--- src/rtl/pwm2_pkg.sv ---
// Shared definitions for the interleaved dual PWM generator.
// Assumes exactly two channels; bit 0 is channel 1 everywhere.
package pwm2_pkg;
    localparam int unsigned PWM_NCH = 2;

    typedef enum logic {
        PH_LO = 1'b0,
        PH_HI = 1'b1
    } osc_phase_e;
endpackage

--- src/rtl/pwm2_timebase.sv ---
// Oscillator timebase: counts a high interval then a low interval.
// Counts are snapshotted at each period boundary (and while idle), so a
// change mid-period only affects the next period. A count of 0 acts as 1.
// Assumes run is synchronous; leaving run low rewinds to the period start.
module pwm2_timebase
    import pwm2_pkg::*;
#(
    parameter int unsigned CNT_W = 8
) (
    input  logic             clk,
    input  logic             rst_n,
    input  logic             run,
    input  logic [CNT_W-1:0] hi_cnt,
    input  logic [CNT_W-1:0] lo_cnt,
    output logic             act,
    output logic             ph_hi,
    output logic             prd_start,
    output logic             prd_wrap
);
    logic [CNT_W-1:0] hi_snap;
    logic [CNT_W-1:0] lo_snap;
    logic [CNT_W-1:0] cnt;
    logic [CNT_W-1:0] hi_last;
    logic [CNT_W-1:0] lo_last;
    osc_phase_e       ph;
    logic             hi_end;
    logic             lo_end;

    // last index of each interval, with zero treated as one clock
    assign hi_last = (hi_snap == '0) ? '0 : hi_snap - 1'b1;
    assign lo_last = (lo_snap == '0) ? '0 : lo_snap - 1'b1;

    // interval end detection
    assign hi_end = (ph == PH_HI) && (cnt == hi_last);
    assign lo_end = (ph == PH_LO) && (cnt == lo_last);

    assign ph_hi     = act && (ph == PH_HI);
    assign prd_start = act && (ph == PH_HI) && (cnt == '0);
    assign prd_wrap  = act && lo_end;

    // phase and position counter of the oscillator
    always_ff @(posedge clk) begin
        if (!rst_n || !run) begin
            act <= 1'b0;
            ph  <= PH_HI;
            cnt <= '0;
        end else if (!act) begin
            act <= 1'b1;
        end else if (hi_end) begin
            ph  <= PH_LO;
            cnt <= '0;
        end else if (lo_end) begin
            ph  <= PH_HI;
            cnt <= '0;
        end else begin
            cnt <= cnt + 1'b1;
        end
    end

    // count snapshot, reloaded only at a period boundary or while idle
    always_ff @(posedge clk) begin
        if (!rst_n) begin
            hi_snap <= '0;
            lo_snap <= '0;
        end else if (!act || prd_wrap) begin
            hi_snap <= hi_cnt;
            lo_snap <= lo_cnt;
        end
    end
endmodule

--- src/rtl/pwm2_steer.sv ---
// Steering stage: a toggle bit that hands alternate oscillator periods to
// channel 1 and channel 2. Produces each channel's start pulse and its
// blanking window (the other channel's low interval, which precedes this
// channel's next start). Assumes the timebase signals are already qualified by act.
module pwm2_steer
    import pwm2_pkg::*;
(
    input  logic               clk,
    input  logic               rst_n,
    input  logic               run,
    input  logic               act,
    input  logic               ph_hi,
    input  logic               prd_start,
    input  logic               prd_wrap,
    output logic [PWM_NCH-1:0] start,
    output logic [PWM_NCH-1:0] blank
);
    logic sel;

    // toggle at each period wrap; rewinds to channel 1 when halted
    always_ff @(posedge clk) begin
        if (!rst_n || !run) begin
            sel <= 1'b0;
        end else if (prd_wrap) begin
            sel <= ~sel;
        end
    end

    for (genvar k = 0; k < PWM_NCH; k++) begin : g_ch
        assign start[k] = prd_start && (sel == 1'(k));
        assign blank[k] = act && !ph_hi && (sel != 1'(k));
    end
endmodule

--- src/rtl/pwm2_latch.sv ---
// Per-channel set/reset latch. Reset (trip or blanking) dominates set, so a
// trip present at the start cycle yields no pulse. Registered output, so
// the pulse appears one clock after the start strobe and cannot glitch.
module pwm2_latch (
    input  logic clk,
    input  logic rst_n,
    input  logic run,
    input  logic start,
    input  logic blank,
    input  logic trip,
    output logic q
);
    // reset-dominant latch update
    always_ff @(posedge clk) begin
        if (!rst_n || !run) begin
            q <= 1'b0;
        end else if (trip || blank) begin
            q <= 1'b0;
        end else if (start) begin
            q <= 1'b1;
        end
    end
endmodule

--- src/rtl/ilv_pwm2_gen.sv ---
// Interleaved dual-channel PWM timing generator (top).
// Timebase -> steering -> one latch per channel. Channel max duty is
// (2H+L)/(2(H+L)). Bit 0 of every vector is channel 1.
module ilv_pwm2_gen
    import pwm2_pkg::*;
#(
    parameter int unsigned CNT_W = 8
) (
    input  logic               clk,
    input  logic               rst_n,
    input  logic               run,
    input  logic [CNT_W-1:0]   hi_cnt,
    input  logic [CNT_W-1:0]   lo_cnt,
    input  logic [PWM_NCH-1:0] trip,
    output logic [PWM_NCH-1:0] drv,
    output logic [PWM_NCH-1:0] stb
);
    logic               act;
    logic               ph_hi;
    logic               prd_start;
    logic               prd_wrap;
    logic [PWM_NCH-1:0] start;
    logic [PWM_NCH-1:0] blank;

    pwm2_timebase #(.CNT_W(CNT_W)) u_tb (
        .clk       (clk),
        .rst_n     (rst_n),
        .run       (run),
        .hi_cnt    (hi_cnt),
        .lo_cnt    (lo_cnt),
        .act       (act),
        .ph_hi     (ph_hi),
        .prd_start (prd_start),
        .prd_wrap  (prd_wrap)
    );

    pwm2_steer u_steer (
        .clk       (clk),
        .rst_n     (rst_n),
        .run       (run),
        .act       (act),
        .ph_hi     (ph_hi),
        .prd_start (prd_start),
        .prd_wrap  (prd_wrap),
        .start     (start),
        .blank     (blank)
    );

    for (genvar k = 0; k < PWM_NCH; k++) begin : g_lat
        pwm2_latch u_lat (
            .clk   (clk),
            .rst_n (rst_n),
            .run   (run),
            .start (start[k]),
            .blank (blank[k]),
            .trip  (trip[k]),
            .q     (drv[k])
        );
    end

    assign stb = start;
endmodule

--- config.mk ---
export PLATFORM = sky130hd
export DESIGN_NAME = ilv_pwm2_gen
export DESIGN_NICKNAME = d
export VERILOG_FILES = /design/src/rtl/pwm2_pkg.sv /design/src/rtl/pwm2_timebase.sv /design/src/rtl/pwm2_steer.sv /design/src/rtl/pwm2_latch.sv /design/src/rtl/ilv_pwm2_gen.sv
export SDC_FILE = /design/constraint.sdc
export NUM_CORES = 1
export LEC_CHECK = 0
export BUFFER_PORTS_ARGS = -buffer_cell sky130_fd_sc_hd__clkbuf_2
export CAP_MARGIN = 10
export CORE_ASPECT_RATIO = 0.5
export CORE_MARGIN = 3
export CORE_UTILIZATION = 25
export CTS_CLUSTER_SIZE = 28
export DETAILED_ROUTE_END_ITERATION = 7
export HOLD_SLACK_MARGIN = 0.02
export SLEW_MARGIN = 25
export SYNTH_ARGS = -nofsm -noshare
export SYNTH_HDL_FRONTEND = slang
export SYNTH_SLANG_ARGS = --single-unit
--- constraint.sdc ---
create_clock -name clk -period 8.4 [get_ports clk]
set_clock_uncertainty 0.2 [all_clocks]
set_input_delay 1.68 -clock clk [delete_from_list [all_inputs] [get_ports clk]]
set_output_delay 1.68 -clock clk [all_outputs]
set_load 0.05 [all_outputs]
==> metrics, run 1 <==
status finished, final reports clean; final WL 4.95 mm; clk_lat worst skew 0.27 ns; fraction of registers with async set or reset after synthesis 0%; fin worst setup slack 4.71 ns; CTS tree done; Setup CP Type flop to output pin; clk slew on worst S/H paths 0.05 ns; Initial Util 26.9%; slowest cell delay on critical path 0.53 ns; ratio of cells with drive above 1 in the final layout 15.2%; initial DRC count 147; total die area 9460 µm²; Synth Area in XOR/XNOR 5.51%; first-pass GRT wire length 8.56 mm; mux contribution to synthesized area 1.45%; fin util 30.4%; setup TNS 0 ns; peak supply drop 0.0000746 V; total placed cells including tap cells 383; I/O pin cnt 25; Slew Limit Headroom 51.6%; #FFs+latches synth 29; critical path capture point type output pin; Area growth, synth to finish 12.8%; fmax 0.271 GHz; slowest CP cell dfxtp_1; largest family of logic cells by synthesized area simple AND/OR/NAND/NOR gates; crit start category flop; chip height 70.3 µm; cts hold-fix bufs 0; CP cell instances nand2_1, nor4_1, nand3_1, nor2_1, clkbuf_2; Die Wd 135 µm; vias per cell 4.92; htree depth 2; Core Box Area 7680 µm²; max cap viols 0; RSZ-0062 raised after global routing false; Req. time, crit path 6.52 ns; final number of hold-violating endpoints 0; Simple-Gate Fraction of Synth Area 32.0%; grt ovf 0; Post-synth EDFFs 0; Layout Cells excl Fill 390; average wire per standard cell 12.7 µm; nets 307; post-route minimum period 3.69 ns; vias in the first global route 1,734; Cells after Synth 278; ant diodes 0; most numerous cell in the Yosys netlist dfxtp_1; Synth top area share 28.1%; CP max FO 8; worst slew pin tran 0.716 ns; Site Rows 22; ANT nets after route 0; Global Route Usage Sum 10.9%; number of remaining DRC errors 0; DRT Pass-1 Iters 4; CTS sink count 29; Synth Cell Area 2070 µm²; worst-case clock buffer depth 2; hpwl dp 3.67 mm; sequential element share of the synthesized area 28.1%; adder-cell share of the synthesized area 2.42%; Yosys cell types 55; Avg Cell Area, Syn 7.44 µm²; dpl ws 4.98 ns; Lkg Pwr 0.000847 µW; Synth Area in Compound Gates 21.6%; initial antenna violation count 0; # fillers 823; final setup fails 0; syn_nets 303; warnings from Yosys 0; Vias 1,918; largest cells by area after synthesis dfxtp_1 (28%), nand3_1 (5.8%), nand2_1 (4.4%), o21ai_0 (4.1%), or3_1 (3.3%); dominant synthesized flop cell dfxtp_1; largest net degree at the start of global routing 34; GP Congestion 0.903; worst hold path type flop to flop; final worst path period share 43.9%; PostCTS Resize Cnt 0; largest area contributor in the netlist dfxtp_1; port bufs 24; TritonCTS buffer count 5; WP data arrival 1.81 ns; commonest cells in the netlist dfxtp_1 (29), nand2_1 (24), nand3_1 (24), clkbuf_1 (17), o21ai_0 (17); Post-CTS Setup Bufs 0; Power Density 170 nW/µm²; CTS Root Cell clkbuf_16; final max-slew violation count 0
-- final cells by class --
type	count	area (µm²)	share of cell area [%]
inverters	12	45.0	1.93
clock buffers	7	143	6.12
repair buffers	25	128	5.47
flip-flops and latches	29	581	24.9
well taps	108	135	5.79
multi-input cells	209	1300	55.8
-- power breakdown --
part	switching, µW	internal [µW]	total [µW]	leakage, µW
clock network	56.3	116	172	0.0000700
logic	40.1	29.6	69.7	0.000539
registers	11.3	144	155	0.000238
total	108	289	397	0.000847
-- cells by family (layout without fill, tap and decap cells) --
| kind of cell | after synthesis | in the layout |
|---|---|---|
| XOR/XNOR | 13 | 13 |
| AO/OA/AOI/OAI | 67 | 67 |
| flip-flops | 29 | 29 |
| adder cells (fa/ha/maj) | 4 | 4 |
| AND/OR/NAND/NOR | 122 | 122 |
| multiplexers | 3 | 3 |
| buffers and inverters | 40 | 44 |
-- cells in the final DEF (no fill, tap or decap), types with 3 or more instances in the layout --
cell type,n
clkbuf_2,24
nand4_1,4
mux2i_1,3
o21ai_1,10
or3_1,11
nor4b_1,3
o22ai_1,4
nand2b_1,4
nor2_1,16
a21oi_1,12
o21ai_0,17
o21a_1,4
nand3_1,24
xnor2_1,7
nor4_1,3
nand2_1,24
dfxtp_1,29
nor3_1,13
clkbuf_16,5
xor2_1,6
or2_2,3
inv_1,12
ha_1,4
-- through the flow --
step                      hold slack, ns  total power, µW  cell area, µm²
final                              0.313              397            2330
after global routing               0.334              416            2330
after CTS                          0.318              399            2330
after detailed placement           0.312              226            2190
after global placement             0.298              227            2190
after floorplan                    0.268              212            2070
-- path summary, 6_finish.rpt --
| check | startpoint | endpoint | slack (ns) | cells after the start |
|---|---|---|---|---|
| worst max-delay path | u_tb.act | stb[0] | 4.71 | 5 |
| worst min register to register | g_lat[0].u_lat.q | g_lat[0].u_lat.q | 0.31 | 2 |
| worst max register to register | u_tb.lo_snap[0] | u_tb.cnt[0] | 5.02 | 10 |
| worst min-delay path | g_lat[0].u_lat.q | g_lat[0].u_lat.q | 0.31 | 2 |
-- routing by layer --
metal	wire length (µm)	vias to the layer above	GRT usage [%]	share of wire (%)
li1	-	1010	-	-
met1	2730	861	16.6	55
met2	1910	41	14.7	39
met3	239	6	2.81	4.8
met4	65	0	3.05	1.3
met5	0	-	0	0
-- registers in the layout, indices dropped and copies added (netlist names) --
name           cells
g_lat.u_lat.q      2
u_tb.ph            1
u_tb.hi_snap       8
u_tb.act           1
u_tb.cnt           8
u_tb.lo_snap       8
u_steer.sel        1
-- worst max-delay path: cells and delay by family (launching register included) --
family	cells	cell delay [ns]
buffers and inverters	1	0.30
flip-flops	1	0.53
AND/OR/NAND/NOR	4	0.70
No activity file was read; power rests on OpenSTA's default activity.
==> run 2, diff against run 1 <==
Clock period 8.4 ns to 3.2 ns, I/O delays scaled along.
==> run 2 against run 1 <==
Effect of this change: non-clock buffer count grew 5; first-iteration DRC count shrank 9.5%; via count grew 1.7%; count of clock-buffer cells in the layout shrank 1; power grew to 2.6 times the previous value; die area is the same; setup slack lost 4.5 ns; critical path depth grew 4.
==> metrics, run 2 (synthesis gave the netlist of run 1 again) <==
status finished, final reports clean; htree depth 2; chip height 70.3 µm; Vias 1,950; GP Congestion 0.862; slowest CP cell or4_4; initial DRC count 133; Layout Cells excl Fill 396; TritonCTS buffer count 5; ANT nets after route 0; Largest delay share family, worst path simple AND/OR/NAND/NOR gates; I/O pin cnt 25; ratio of cells with drive above 1 in the final layout 17.4%; Initial Util 26.9%; crit path to u_steer.sel; first-pass GRT wire length 8.16 mm; RSZ-0062 raised after global routing false; WP data arrival 3.03 ns; slowest cell delay on critical path 0.46 ns; Worst R2R Start u_tb.lo_snap[0]; final WL 4.81 mm; worst hold path type flop to flop; Worst Setup SP u_tb.lo_snap[0]; clk_lat worst skew 0.27 ns; vias per cell 4.92; CP Depth 9; number of remaining DRC errors 0; CP cell instances inv_1, ha_1, xnor2_1, a2111oi_0, a311oi_1, or3_1, or4_4, or3_1, a21oi_1; leading cell type in the layout, fill and taps excluded dfxtp_1; nets 312; final max-slew violation count 0; Post-CTS Setup Bufs 0; Die Wd 135 µm; ant diodes 0; Post-Layout Inst Area 2390 µm²; vias in the first global route 1,671; clk slew on worst S/H paths 0.05 ns; total placed cells including tap cells 388; critical path capture point type flop; CTS tree done; crit start category flop; R2R Path End u_steer.sel; final worst path period share 94.6%; total die area 9460 µm²; Buf/Inv on CP 1; flop2flop setup slack 0.17 ns; Slew Limit Headroom 55.6%; DRT Pass-1 Iters 4; hpwl dp 3.61 mm; largest net degree at the start of global routing 34; CP max FO 7; final number of hold-violating endpoints 0; Top Registers u_tb.cnt: 8 flops, u_tb.hi_snap: 8 flops, u_tb.lo_snap: 8 flops; Area growth, synth to finish 15.7%; initial antenna violation count 0; Req. time, crit path 3.20 ns; worst slew pin tran 0.657 ns; Crit path top cell by count or3_1; port bufs 24; fmax 0.330 GHz; CTS sink count 29; placed cell areas 2240 µm²; r2r worst-path depth 9; Core Box Area 7680 µm²; average wire per standard cell 12.1 µm; max cap viols 0; Setup CP Type flop to flop; Site Rows 22; worst-case clock buffer depth 2; post-route minimum period 3.03 ns; Power Density 433 nW/µm²; most frequent cells in the layout dfxtp_1 (29), nand2_1 (24), nand3_1 (24), clkbuf_2 (24), o21ai_0 (17); final setup fails 0; PostCTS Resize Cnt 0; grt ovf 0; setup TNS 0 ns; peak supply drop 0.000185 V; Global Route Usage Sum 10.6%; Lkg Pwr 0.000880 µW; CTS Root Cell clkbuf_16; cts hold-fix bufs 0
run 2: per-stage QoR:
stage          power, µW  hold WS [ns]  utilization (%)  setup WS, ns
2_1_floorplan        556         0.268                -         0.241
3_3_place_gp         602         0.298             29.2         0.193
3_5_place_dp         600         0.305             29.2         0.120
4_1_cts             1040         0.312             31.0         0.133
5_1_grt             1090         0.332             31.1        0.0184
6_report            1040         0.312             31.1         0.172
run 2: how the worst min path moves through the flow:
| stage | from | to | slack (ns) | depth (start not counted) |
|---|---|---|---|---|
| 6_report | g_lat[0].u_lat.q | g_lat[0].u_lat.q | 0.31 | 2 |
| 5_1_grt | trip[0] | g_lat[0].u_lat.q | 0.33 | 2 |
| 4_1_cts | g_lat[0].u_lat.q | g_lat[0].u_lat.q | 0.31 | 2 |
| 3_5_place_dp | g_lat[0].u_lat.q | g_lat[0].u_lat.q | 0.30 | 2 |
| 3_3_place_gp | u_steer.sel | u_steer.sel | 0.30 | 2 |
| 2_1_floorplan | u_tb.hi_snap[1] | u_tb.hi_snap[1] | 0.27 | 2 |
run 2: worst reg2reg max path, stage by stage, from the launching register on:
cell and delay [ns]:
dfxtp_1 0.43, inv_1 0.09, ha_1 0.32, xnor2_1 0.14
a2111oi_0 0.43, a311oi_1 0.11, or3_1 0.32, or4_4 0.46
or3_1 0.32, a21oi_1 0.14
run 2: power breakdown:
part	internal (µW)	switching, µW
logic	86.5	109
clock network	284	154
registers	377	24.4
total	748	288
run 2: area by class of cell:
type,count,area [µm²]
fillers,812,5290
inverters,12,45.0
flip-flops and latches,29,581
clock buffers,6,129
repair buffers,30,178
well taps,108,135
clock inverters,2,10.0
multi-input cells,209,1310
run 2: per-layer routing:
layer  wire length [µm]  vias to the layer above  track usage (%)  part of all wire, %
met5                  0                        -                0                    0
li1                   -                     1023                -                    -
met4                 47                        0             3.95                 0.98
met1               2540                      880             15.7                   53
met3                293                        4             3.81                  6.1
met2               1930                       43             13.5                   40
==> run 3, diff against run 2 <==
Settings changed: ABC_CLOCK_PERIOD_IN_PS from default to 3200, PLACE_DENSITY from default to 0.52.
==> run 3 against run 2 <==
Effect of this change: count of clock-buffer cells in the layout fell by 1; combinational power up 5%; core utilization increased by 0.33 points; global-route usage grew 1.2 points; power down 0.32%; sequential power hardly changed; design area is 1.0% higher; critical path depth did not move; largest cell class unchanged.
==> metrics, run 3 (synthesis gave the netlist of run 1 again) <==
GP Congestion 0.845; nets 313; Worst R2R Start u_tb.lo_snap[0]; status finished, final reports clean; leading cell type in the layout, fill and taps excluded dfxtp_1; worst-case clock buffer depth 2; Worst Setup SP u_tb.lo_snap[0]; Crit path top cell by count or3_1; crit start category flop; placed cell areas 2230 µm²; Req. time, crit path 3.20 ns; CTS Root Cell clkbuf_16; CTS tree done; Endpoint, Worst Hold g_lat[1].u_lat.q; Power Density 427 nW/µm²; vias per cell 5.12; cts hold-fix bufs 0; Top Registers u_tb.cnt: 8 flops, u_tb.hi_snap: 8 flops, u_tb.lo_snap: 8 flops; Area growth, synth to finish 16.9%; setup TNS 0 ns; critical path capture point type flop; worst hold path type flop to flop; worst slew pin tran 0.609 ns; average wire per standard cell 14.2 µm; final setup fails 0; first-pass GRT wire length 9.00 mm; WP data arrival 3.06 ns; hpwl dp 4.07 mm; total die area 9460 µm²; TritonCTS buffer count 5; I/O pin cnt 25; fin worst setup slack 0.144 ns; final max-slew violation count 0; clk_lat worst skew 0.27 ns; ant diodes 0; final number of hold-violating endpoints 0; slowest CP cell or4_4; Initial Util 26.9%; CP max FO 7; fmax 0.327 GHz; CP cell instances inv_1, ha_1, xnor2_1, a2111oi_1, a311oi_1, or3_1, or4_4, or3_1, a21oi_1; Vias 2,021; Global Route Usage Sum 11.8%; Lkg Pwr 0.000889 µW; Buf/Inv on CP 1; R2R Path End u_steer.sel; Post-Layout Inst Area 2420 µm²; htree depth 2; flop2flop setup slack 0.14 ns; Site Rows 22; slowest cell delay on critical path 0.47 ns; post-route minimum period 3.06 ns; number of remaining DRC errors 0; Die Wd 135 µm; DRT Pass-1 Iters 4; clk slew on worst S/H paths 0.05 ns; largest net degree at the start of global routing 34; most frequent cells in the layout dfxtp_1 (29), nand2_1 (24), nand3_1 (24), clkbuf_2 (24), o21ai_0 (17); final hold slack 0.317 ns; final WL 5.62 mm; port bufs 24; max cap viols 0; CTS sink count 29; chip height 70.3 µm; vias in the first global route 1,815; dpl ws 0.121 ns; Core Box Area 7680 µm²; initial DRC count 232; Slew Limit Headroom 59.4%; peak supply drop 0.000167 V; RSZ-0062 raised after global routing false; grt ovf 0; initial antenna violation count 0; ratio of cells with drive above 1 in the final layout 17.8%; min-delay src g_lat[1].u_lat.q; Largest delay share family, worst path simple AND/OR/NAND/NOR gates; ANT nets after route 0; r2r worst-path depth 9; Setup CP Type flop to flop; final worst path period share 95.5%; Worst Hold Depth 2
==> run 3: repair_timing <==
action,4_1_cts,5_1_grt
gates resized for setup,0,5
buffers inserted,0,1
endpoints found under the hold margin,0,0
endpoints found under the setup margin,0,24
==> run 3: worst min-delay path, cell delays in order (launching register included) <==
cell	delay [ns]
dfxtp_1	0.31
a21oi_1	0.12
nor3_1	0.05
==> run 3: how the worst max path moves through the flow <==
stage,slack [ns],cells past startpoint,to
floorplan,0.24,11,u_tb.hi_snap[7]
global placement,0.21,9,u_tb.cnt[7]
detailed placement,0.12,9,u_tb.cnt[4]
CTS,0.12,9,u_tb.cnt[2]
global route,0.01,9,u_tb.cnt[5]
finish,0.14,9,u_steer.sel
==> run 3: power by group <==
| part | internal [µW] | switching (µW) | total, µW |
|---|---|---|---|
| logic | 89.8 | 116 | 205 |
| clock network | 276 | 148 | 424 |
| registers | 377 | 26.5 | 404 |
==> run 3: layout make-up <==
class                   instances  area, µm²
inverters                      12       45.0
clock buffers                   5        125
multi-input cells             209       1320
flip-flops and latches         29        581
well taps                     108        135
repair buffers                 31        203
clock inverters                 1       5.00
fillers                       824       5260
==> run 3: per-stage QoR <==
stage          power, µW  utilization (%)  std cells
3_3_place_gp         597             29.1        387
2_1_floorplan        556                -        278
4_1_cts             1030             30.8        393
3_5_place_dp         603             29.1        387
6_report            1030             31.5        395
5_1_grt             1090             31.5        395
==> run 3: metal layers <==
metal  wire, µm  global-route usage [%]  part of all wire, %  vias to the layer above
li1           -                       -                    -                     1022
met1       2940                    17.0                   52                      928
met2       2260                    16.6                   40                       60
met3        292                    2.66                  5.2                       11
met4        128                    4.85                  2.3                        0
met5          0                       0                    0                        -
